==> config.mk <==
export PLATFORM = sky130hd
export DESIGN_NAME = fetch_refresh_gen
export DESIGN_NICKNAME = d
export VERILOG_FILES = /design/src/rtl/frg_pkg.sv /design/src/rtl/frg_seq.sv /design/src/rtl/frg_strobe.sv /design/src/rtl/frg_regs.sv /design/src/rtl/frg_addr.sv /design/src/rtl/fetch_refresh_gen.sv
export SDC_FILE = /design/constraint.sdc
export NUM_CORES = 1
export LEC_CHECK = 0
export BUFFER_PORTS_ARGS = -buffer_cell sky130_fd_sc_hd__buf_4
export CAP_MARGIN = 20
export CORE_UTILIZATION = 30
export CTS_CLUSTER_DIAMETER = 100
export DETAILED_ROUTE_END_ITERATION = 8
export HOLD_SLACK_MARGIN = 0.12
export PLACE_DENSITY_LB_ADDON = 0.3
export REMOVE_ABC_BUFFERS = 1
export SYNTH_ARGS = -nofsm -noshare
export SYNTH_HDL_FRONTEND = slang
export SYNTH_SLANG_ARGS = --single-unit
export TNS_END_PERCENT = 50
==> constraint.sdc <==
create_clock -name clk -period 2.6 [get_ports clk]
set_input_delay 0.13 -clock clk [delete_from_list [all_inputs] [get_ports clk]]
set_output_delay 0.13 -clock clk [all_outputs]
set_load 0.005 [all_outputs]
==> src/rtl/frg_pkg.sv <==
package frg_pkg;
  localparam int NPH      = 8;               // half T-states per fetch
  localparam int PW       = $clog2(NPH);
  localparam int CAP_PH   = 4;               // first phase of refresh half

  typedef struct packed {
    logic m1_n;
    logic mreq_n;
    logic rd_n;
    logic rfsh_n;
    logic sel_rfsh;
  } strobe_t;

  localparam strobe_t STB_IDLE = '{m1_n: 1'b1, mreq_n: 1'b1, rd_n: 1'b1,
                                   rfsh_n: 1'b1, sel_rfsh: 1'b0};

  function automatic strobe_t phase_decode(input logic busy, input logic [PW-1:0] ph);
    strobe_t s;
    s = STB_IDLE;
    if (busy) begin
      case (ph)
        3'd0: s.m1_n = 1'b0;
        3'd1, 3'd2, 3'd3: begin
          s.m1_n = 1'b0; s.mreq_n = 1'b0; s.rd_n = 1'b0;
        end
        3'd4, 3'd7: begin
          s.rfsh_n = 1'b0; s.sel_rfsh = 1'b1;
        end
        default: begin
          s.rfsh_n = 1'b0; s.sel_rfsh = 1'b1; s.mreq_n = 1'b0;
        end
      endcase
    end
    return s;
  endfunction
endpackage

==> src/rtl/frg_seq.sv <==
module frg_seq
  import frg_pkg::*;
(
  input  logic          clk,
  input  logic          rst,
  input  logic          go_i,
  output logic          nxt_busy,
  output logic [PW-1:0] nxt_ph,
  output logic          start_ev,
  output logic          cap_ev,
  output logic          done_ev
);
  localparam logic [PW-1:0] LAST   = PW'(NPH - 1);
  localparam logic [PW-1:0] PRECAP = PW'(CAP_PH - 1);

  logic          busy_q;
  logic [PW-1:0] ph_q;

  always_comb begin
    if (!busy_q || ph_q == LAST) begin
      nxt_busy = go_i;
      nxt_ph   = '0;
    end else begin
      nxt_busy = 1'b1;
      nxt_ph   = ph_q + PW'(1);
    end
  end

  assign done_ev  = busy_q && (ph_q == LAST);
  assign cap_ev   = busy_q && (ph_q == PRECAP);
  assign start_ev = go_i && (!busy_q || ph_q == LAST);

  always_ff @(posedge clk) begin
    if (rst) begin
      busy_q <= 1'b0;
      ph_q   <= '0;
    end else begin
      busy_q <= nxt_busy;
      ph_q   <= nxt_ph;
    end
  end

  // a fetch, once begun, runs all its phases
  assert_fetch_runs_out_R10: assert property (@(posedge clk) disable iff (rst)
    (busy_q && ph_q != LAST) |=> busy_q);
endmodule

==> src/rtl/frg_strobe.sv <==
module frg_strobe
  import frg_pkg::*;
(
  input  logic          clk,
  input  logic          rst,
  input  logic          nxt_busy,
  input  logic [PW-1:0] nxt_ph,
  output strobe_t       stb_q
);
  always_ff @(posedge clk) begin
    if (rst) stb_q <= STB_IDLE;
    else     stb_q <= phase_decode(nxt_busy, nxt_ph);
  end

  assert_rd_within_mreq_R2: assert property (@(posedge clk) disable iff (rst)
    !stb_q.rd_n |-> !stb_q.mreq_n);
  assert_rfsh_uses_refresh_addr_R4: assert property (@(posedge clk) disable iff (rst)
    !stb_q.rfsh_n |-> stb_q.sel_rfsh);
endmodule

==> src/rtl/frg_regs.sv <==
module frg_regs #(
  parameter int          AW         = 16,
  parameter int          DW         = 8,
  parameter int          RW         = 8,
  parameter logic [15:0] PC_RESET   = 16'h0000,
  parameter logic [7:0]  REFR_RESET = 8'h00
) (
  input  logic          clk,
  input  logic          rst,
  input  logic          start_ev,
  input  logic          cap_ev,
  input  logic          done_ev,
  input  logic          halt_i,
  input  logic [DW-1:0] data_i,
  output logic [AW-1:0] pc_nxt,
  output logic [RW-1:0] refr_nxt,
  output logic [DW-1:0] opcode_q,
  output logic          valid_q
);
  localparam int CW = RW - 1;   // counting bits of the refresh register

  logic [AW-1:0] pc_q;
  logic [RW-1:0] refr_q;
  logic          halt_q;

  assign pc_nxt   = (done_ev && !halt_q) ? pc_q + AW'(1) : pc_q;
  assign refr_nxt = done_ev ? {refr_q[RW-1], refr_q[CW-1:0] + CW'(1)} : refr_q;

  always_ff @(posedge clk) begin
    if (rst) begin
      pc_q     <= PC_RESET[AW-1:0];
      refr_q   <= REFR_RESET[RW-1:0];
      halt_q   <= 1'b0;
      opcode_q <= '0;
      valid_q  <= 1'b0;
    end else begin
      pc_q    <= pc_nxt;
      refr_q  <= refr_nxt;
      valid_q <= done_ev;
      if (start_ev) halt_q <= halt_i;
      if (cap_ev)   opcode_q <= halt_q ? '0 : data_i;
    end
  end

  assert_halt_freezes_pc_R6: assert property (@(posedge clk) disable iff (rst)
    (done_ev && halt_q) |=> pc_q == $past(pc_q));
  assert_valid_single_R9: assert property (@(posedge clk) disable iff (rst)
    valid_q |=> !valid_q);
  assert_opcode_held_R3: assert property (@(posedge clk) disable iff (rst)
    !cap_ev |=> $stable(opcode_q));
endmodule

==> src/rtl/frg_addr.sv <==
module frg_addr #(
  parameter int AW = 16,
  parameter int RW = 8
) (
  input  logic          clk,
  input  logic          rst,
  input  logic          sel_rfsh,
  input  logic [AW-1:0] pc_nxt,
  input  logic [AW-RW-1:0] ivec_i,
  input  logic [RW-1:0] refr_nxt,
  input  logic [AW-1:0] pc_rst,
  output logic [AW-1:0] addr_q
);
  always_ff @(posedge clk) begin
    if (rst)           addr_q <= pc_rst;
    else if (sel_rfsh) addr_q <= {ivec_i, refr_nxt};
    else               addr_q <= pc_nxt;
  end
endmodule

==> src/rtl/fetch_refresh_gen.sv <==
module fetch_refresh_gen
  import frg_pkg::*;
#(
  parameter int          AW         = 16,
  parameter int          DW         = 8,
  parameter logic [15:0] PC_RESET   = 16'h0000,
  parameter logic [7:0]  REFR_RESET = 8'h00
) (
  input  logic          clk,
  input  logic          rst,
  input  logic          fetch_go_i,
  input  logic          halt_i,
  input  logic [7:0]    ivec_i,
  input  logic [DW-1:0] data_i,
  output logic [AW-1:0] addr_o,
  output logic          m1_n_o,
  output logic          mreq_n_o,
  output logic          rd_n_o,
  output logic          rfsh_n_o,
  output logic [DW-1:0] opcode_o,
  output logic          op_valid_o
);
  localparam int RW = AW - 8;

  logic          nxt_busy;
  logic [PW-1:0] nxt_ph;
  logic          start_ev, cap_ev, done_ev;
  strobe_t       stb_q;
  strobe_t       stb_nxt;
  logic [AW-1:0] pc_nxt;
  logic [RW-1:0] refr_nxt;

  assign stb_nxt = phase_decode(nxt_busy, nxt_ph);

  frg_seq u_seq (
    .clk(clk), .rst(rst), .go_i(fetch_go_i),
    .nxt_busy(nxt_busy), .nxt_ph(nxt_ph),
    .start_ev(start_ev), .cap_ev(cap_ev), .done_ev(done_ev)
  );

  frg_strobe u_strobe (
    .clk(clk), .rst(rst), .nxt_busy(nxt_busy), .nxt_ph(nxt_ph), .stb_q(stb_q)
  );

  frg_regs #(.AW(AW), .DW(DW), .RW(RW), .PC_RESET(PC_RESET), .REFR_RESET(REFR_RESET)) u_regs (
    .clk(clk), .rst(rst), .start_ev(start_ev), .cap_ev(cap_ev), .done_ev(done_ev),
    .halt_i(halt_i), .data_i(data_i), .pc_nxt(pc_nxt), .refr_nxt(refr_nxt),
    .opcode_q(opcode_o), .valid_q(op_valid_o)
  );

  frg_addr #(.AW(AW), .RW(RW)) u_addr (
    .clk(clk), .rst(rst), .sel_rfsh(stb_nxt.sel_rfsh), .pc_nxt(pc_nxt),
    .ivec_i(ivec_i), .refr_nxt(refr_nxt), .pc_rst(PC_RESET[AW-1:0]), .addr_q(addr_o)
  );

  assign m1_n_o   = stb_q.m1_n;
  assign mreq_n_o = stb_q.mreq_n;
  assign rd_n_o   = stb_q.rd_n;
  assign rfsh_n_o = stb_q.rfsh_n;

  assert_m1_rfsh_exclusive_R8: assert property (@(posedge clk) disable iff (rst)
    !(!m1_n_o && !rfsh_n_o));
  assert_refresh_no_read_R4: assert property (@(posedge clk) disable iff (rst)
    !rfsh_n_o |-> rd_n_o);
endmodule

Word level (Yosys, flattened, before mapping)
Cells that the tools add are included.
{"block": "classes", "n_addsub": 3, "n_eq_ne": 7, "mux": 11, "bitwise_logic": 1, "reduce_logical": 12}
{"operator": "$mux 16", "n": 2}
{"operator": "$add 16x1->16 const B", "n": 1}
{"operator": "$eq 3x2->1 const B", "n": 3}
{"operator": "$eq 3x3->1 const B", "n": 3}
{"operator": "$mux 8", "n": 1}
{"operator": "$add 7x1->7 const B", "n": 1}
{"operator": "$mux 7", "n": 1}
{"operator": "$reduce_or 3->1", "n": 2}
{"operator": "$mux 1", "n": 5}
{"operator": "$logic_and 1x1->1", "n": 4}
{"operator": "$reduce_or 4->1", "n": 1}
{"operator": "$add 3x1->3 const B", "n": 1}
{"operator": "$eq 3x1->1 const B", "n": 1}
{"operator": "$logic_not 3->1", "n": 1}
{"operator": "$mux 3", "n": 1}
{"operator": "$logic_not 1->1", "n": 2}
{"operator": "$mux 2", "n": 1}
{"operator": "$reduce_or 2->1", "n": 1}
{"operator": "$logic_or 1x1->1", "n": 1}
{"operator": "$not 1->1", "n": 1}
{"block": "totals", "regBits": 58, "inputBits": 20, "output_inout_bits": 29, "wordCells": 46}

Longest topological paths before layout
{"block": "logic_depth", "depth_word": 8, "depth_mapped": 8, "ltp_nobuf": 6}

By module
A second synthesis with hierarchy kept.
{"block": "unflattened", "hier_cells": 273, "hier_area_um2": 2565.0}
{"module": "frg_regs", "n_inst": 1, "cells_each": 165, "area_each_um2": 1536.5, "seq_area_each_um2": 660.6}
{"module": "frg_addr", "n_inst": 1, "cells_each": 69, "area_each_um2": 665.6, "seq_area_each_um2": 320.3}
{"module": "frg_seq", "n_inst": 1, "cells_each": 24, "area_each_um2": 201.4, "seq_area_each_um2": 80.1}
{"module": "frg_strobe", "n_inst": 1, "cells_each": 13, "area_each_um2": 151.4, "seq_area_each_um2": 100.1}
{"module": "fetch_refresh_gen", "n_inst": 1, "cells_each": 2, "area_each_um2": 10.0, "seq_area_each_um2": 0.0}

Worst setup path after synthesis
Ideal clock, no wire load.
{"block": "synth_path", "kind": "reg2reg", "startpoint": "register u_seq.ph_q[0]", "endpoint": "register u_addr.addr_q[14]", "setup_ns": 0.086, "arrival_ns": 1.780, "t_required_ns": 2.514, "path_slack_ns": 0.734, "stages_incl_launch_ff": 9, "n_path_buf": 2, "period_less_slack_ns": 1.866, "cell_sequence": "dfxtp_1 -> ha_1 -> ha_1 -> buf_2 -> nand4b_2 -> buf_6 -> nor4_1 -> xnor2_1 -> a211oi_1"}
{"block": "synth_via", "elab_chain_cells": 8, "word_cells_on_any_way": 16, "cone_classes": "add/sub (1); eq/ne (4); mux (6); reduce/logical (5)"}
{"item": "from (decl)", "line_no": "frg_seq.sv:17", "text": "logic [PW-1:0] ph_q;"}
{"item": "from (signal assigned)", "line_no": "frg_seq.sv:39", "text": "ph_q <= nxt_ph;"}
{"item": "branches (longest 7 deep; another with $add 3x1->3)"}
{"item": "$mux 16 *", "line_no": "frg_addr.sv:16", "text": "else if (sel_rfsh) addr_q <= {ivec_i, refr_nxt};"}
{"item": "to (signal assigned)", "line_no": "frg_addr.sv:15", "text": "if (rst) addr_q <= pc_rst;"}
{"item": "to (signal assigned)", "line_no": "frg_addr.sv:16"}
{"item": "to (signal assigned)", "line_no": "frg_addr.sv:17", "text": "else addr_q <= pc_nxt;"}
{"item": "to (decl)", "line_no": "frg_addr.sv:12", "text": "output logic [AW-1:0] addr_q"}
Every way passes the cells marked *.
A chain may end at the register's enable or synchronous reset.

Worst setup path in the final report
{"block": "layout_path", "startpoint": "register u_seq.ph_q[0]", "endpoint": "register u_regs.halt_q"}
{"block": "layout_via", "elab_chain_cells": 3}
{"item": "$eq 3x3->1", "line_no": "frg_seq.sv:31", "text": "assign start_ev = go_i && (!busy_q || ph_q == LAST);"}
{"item": "$logic_or 1x1->1", "line_no": "frg_seq.sv:31"}
{"item": "$logic_and 1x1->1", "line_no": "frg_seq.sv:31"}
{"item": "to (signal assigned)", "line_no": "frg_regs.sv:40", "text": "if (start_ev) halt_q <= halt_i;"}
{"item": "to (decl)", "line_no": "frg_regs.sv:24", "text": "logic halt_q;"}
Every way passes these cells.

==> summary.md <==
| Metric | Value |
|---|---|
| Synthesized area per cell | roughly 9 um^2 |
| Leakage power total | about 1.2 nW |
| Via/cell ratio | about 4.6 |
| Setup Fix Bufs, Post-CTS | 0 |
| Layout cells sized above 1 | between 20% and 30% |
| Final number of setup-violating endpoints | 0 |
| Initial DRC count | between 60 and 70 |
| Clk buf depth | 2 |
| Filler cells | 746 |
| Root buffer cell | clkbuf_8 |
| Fin nets | between 300 and 400 |
| Post-Syn Area | roughly 2300 um^2 |
| Cell count after synthesis | about 250 |
| Die W | 89.4 um |
| Peak Freq | about 410 MHz |
| Routed Antenna Nets | 0 |
| Largest net degree at the start of global routing | 49 |
| Synth top area share | between 40% and 50% |
| Die H | between 80 and 90 um |
| Largest family of logic cells by synthesized area | simple AND/OR/NAND/NOR gates |
| Full die area | 7990 um^2 |
| RSZ-0062 raised after global routing | false |
| Grt total ovfl | 0 |
| Setup TNS | 0 ps |
| Worst setup path end | u_regs.halt_q$_SDFFE_PP0P_ |
| Starting Density | a little under a third |
| Slew Viols, Final | 0 |
| Synth Warn # | 0 |
| # DRC | 0 |
| Vias | roughly 1900 |
| Std-Cell Rows | 31 |
| Clock skew | between 5 and 6 ps |
| Period utilisation layout | 92.8% |
| Clk_lat worst skew | between 300 and 400 ps |
| Final cell count without fillers | 412 |
| Outcome | completed |
| Seq. cell area | ~1100 um^2 |
| CP Data Arrival Time | roughly 2600 ps |
| Worst min-delay path category | input port to flop |
| Flops & latches, synth | 57 |
| Critical path launch point | u_seq.ph_q[0]$_SDFF_PP0_ |
| Synth Area in Adders | ~2.7% |
| TritonCTS clock tree | built |
| Max VDD drop | around 0.34 mV |
| Required time of the critical path | around 2800 ps |
| Synth area leader | dfxtp_1 |
| Min cycle time layout | around 2400 ps |
| Antenna violations before repair | 0 |
| # Max-Cap Violations | 0 |
| Post-route cell area | around 3000 um^2 |
| Simple logic cell fraction of the synthesized area | a little over a quarter |
| Core Area | around 7300 um^2 |
| DR WL/cell | ~12 um |
| Final WL | around 4800 um |
| RePlAce Congestion | about 0.78 |
| Area used by multi-input combinational logic | 1050 um^2 |
| Post-place instance area | approximately 2700 um^2 |
| Final Power | roughly 0.0017 W |
| First-pass GRT wire length | around 8000 um |
| Vias in the first global route | ~1900 |
| Depth of the CTS H-tree | 3 |
| Crit Path Class | flop to flop |
| Multiplexer area fraction after synthesis | less than 1% |
| Overall global routing resource usage | 13.3% |
| Sink Count | 57 |
| Port bufs | 48 |
| Worst r2r path cells | 7 |
| Power density over the cells | ~560 nW/um^2 |
| Reg2Reg Setup Slack | ~190 ps |
| Area Overhead vs Synth | 30.9% |
| R2R Path Start | u_seq.ph_q[0]$_SDFF_PP0_ |
| Post-Synth XOR/XNOR Area | under 10% |
| Count of cell types in the netlist | 37 |
| Placed insts | 384 |
| Worst Setup End Kind | flop |
| Crit path max fanout | 11 |
| Ranking of synthesized cells by area | dfxtp_1, nor2_1, xnor2_1, a211oi_1, a21oi_1 |
| Relative slew slack | 63.9% |
| Synth Area in Compound Gates | under 10% |
| Final Hold Vio Count | 0 |
| Register area share after synthesis | 49.8% |
| Antenna Cells | 0 |
| Router iterations before antenna repair | 4 |
| R2r endpoint | u_regs.halt_q$_SDFFE_PP0P_ |
| Slew @ Worst Pin | approximately 540 ps |
| IO Count | between 40 and 50 |
| Worst Setup Start Kind | flop |
| CTS clk-pin slew, worst paths | about 60 ps |
| TritonCTS buffer count | 9 |
| Worst hold slack | between 150 and 200 ps |
| DP Wirelength | 3140 um |
==> layout make-up <==
class / instances / share of cell area (%)
clock buffer: 13 / 5.30
clock inverter: 3 / 0.501
inverter: 7 / 0.876
multi-input combinational: 173 / 35.1
sequential: 57 / 38.1
tap: 99 / 4.13
timing repair buffer: 60 / 16.0
==> synth_stat cells <==
master / number
o22ai_1: 1
o21a_1: 3
and4b_1: 1
or3_1: 1
nand3_2: 1
nor2_1: 42
ha_1: 5
xnor2_1: 9
a31oi_1: 1
xor2_1: 7
nand2_1: 15
dfxtp_1: 57
and3_1: 1
or4_4: 1
nand3_1: 11
nor3_1: 10
or2_2: 2
o31a_1: 1
o41ai_1: 1
a21oi_1: 14
nand4b_1: 2
a311oi_1: 2
o21ai_0: 2
inv_1: 7
mux2_2: 1
nand2b_1: 2
buf_2: 2
and2_1: 2
nor3b_1: 8
nand4_1: 7
nand4b_2: 1
clkbuf_1: 8
and4_1: 1
nor4_1: 7
or3b_1: 1
buf_6: 4
a211oi_1: 10
==> critical path, stage by stage (launching register included) <==
cell	delay, ps
dfxtp_1	330
ha_1	250
ha_4	210
nand2b_2	230
nand3_1	100
dlygate4sd3_1	550
a21oi_1	60
dlygate4sd3_1	570
==> kinds of logic (layout without fill, tap and decap cells) <==
family,count (synthesis),after routing
fa+ha+maj,5,5
buf+inv,21,83
xor+xnor,16,16
mux,1,1
simple gates,116,116
flops,57,57
compound gates,35,35
==> registers in the layout, summed over array words and instances (netlist names) <==
register / count
u_addr.addr_q: 16
u_seq.busy_q: 1
u_regs.opcode_q: 8
u_strobe.stb_q: 4
u_regs.pc_q: 16
u_regs.halt_q: 1
u_seq.ph_q: 3
u_regs.valid_q: 1
u_regs.refr_q: 7
==> through the flow <==
stage          util [%]  setup WS (ps)
2_1_floorplan         -            610
3_3_place_gp       36.7            415
3_5_place_dp       36.7            355
4_1_cts            40.7           20.1
5_1_grt            40.9           65.1
6_report           40.9            187
==> per-layer routing <==
layer	GRT usage (%)	wire (um)
met4	4.18	55
met5	0	0
met1	15.3	2260
met3	6.28	286
met2	22.0	2170
==> repair_timing <==
item                                    4_1_cts  5_1_grt
endpoints found under the setup margin        0        1
endpoints found under the hold margin        11        0
hold buffers                                 12        0
gates resized for setup                       0        3
==> power by group <==
part / switching, W / total, W / internal, W
logic: 0.0000272 / 0.0000684 / 0.0000412
registers: 0.00000896 / 0.000889 / 0.000880
clock network: 0.000330 / 0.000723 / 0.000393
total: 0.000366 / 0.00168 / 0.00131
==> cell usage in the layout (no fill, tap or decap), drive strengths merged <==
master,instances
a211oi,10
a21oi,14
a311oi,2
a31oi,1
and2,2
and3,1
and4,1
and4b,1
buf,48
clkbuf,13
clkinv,3
dfxtp,57
dlygate4sd3,12
ha,5
inv,7
mux2,1
nand2,15
nand2b,2
nand3,12
nand4,7
nand4b,3
nor2,42
nor3,10
nor3b,8
nor4,7
o21a,3
o21ai,2
o22ai,1
o31a,1
o41ai,1
or2,2
or3,1
or3b,1
or4,1
xnor2,9
xor2,7
==> worst min-delay path by stage <==
stage	from	to	slack [ps]	cells after the start
after global routing	data_i[5]	u_regs.opcode_q[5]$_SDFFE_PP0P_	220	4
after global placement	halt_i	u_regs.halt_q$_SDFFE_PP0P_	410	3
final	data_i[3]	u_regs.opcode_q[3]$_SDFFE_PP0P_	190	4
after CTS	data_i[2]	u_regs.opcode_q[2]$_SDFFE_PP0P_	180	4
after floorplan	rst	u_regs.halt_q$_SDFFE_PP0P_	200	1
after detailed placement	halt_i	u_regs.halt_q$_SDFFE_PP0P_	410	3
Note: power is estimated with default switching activity, not from simulation.
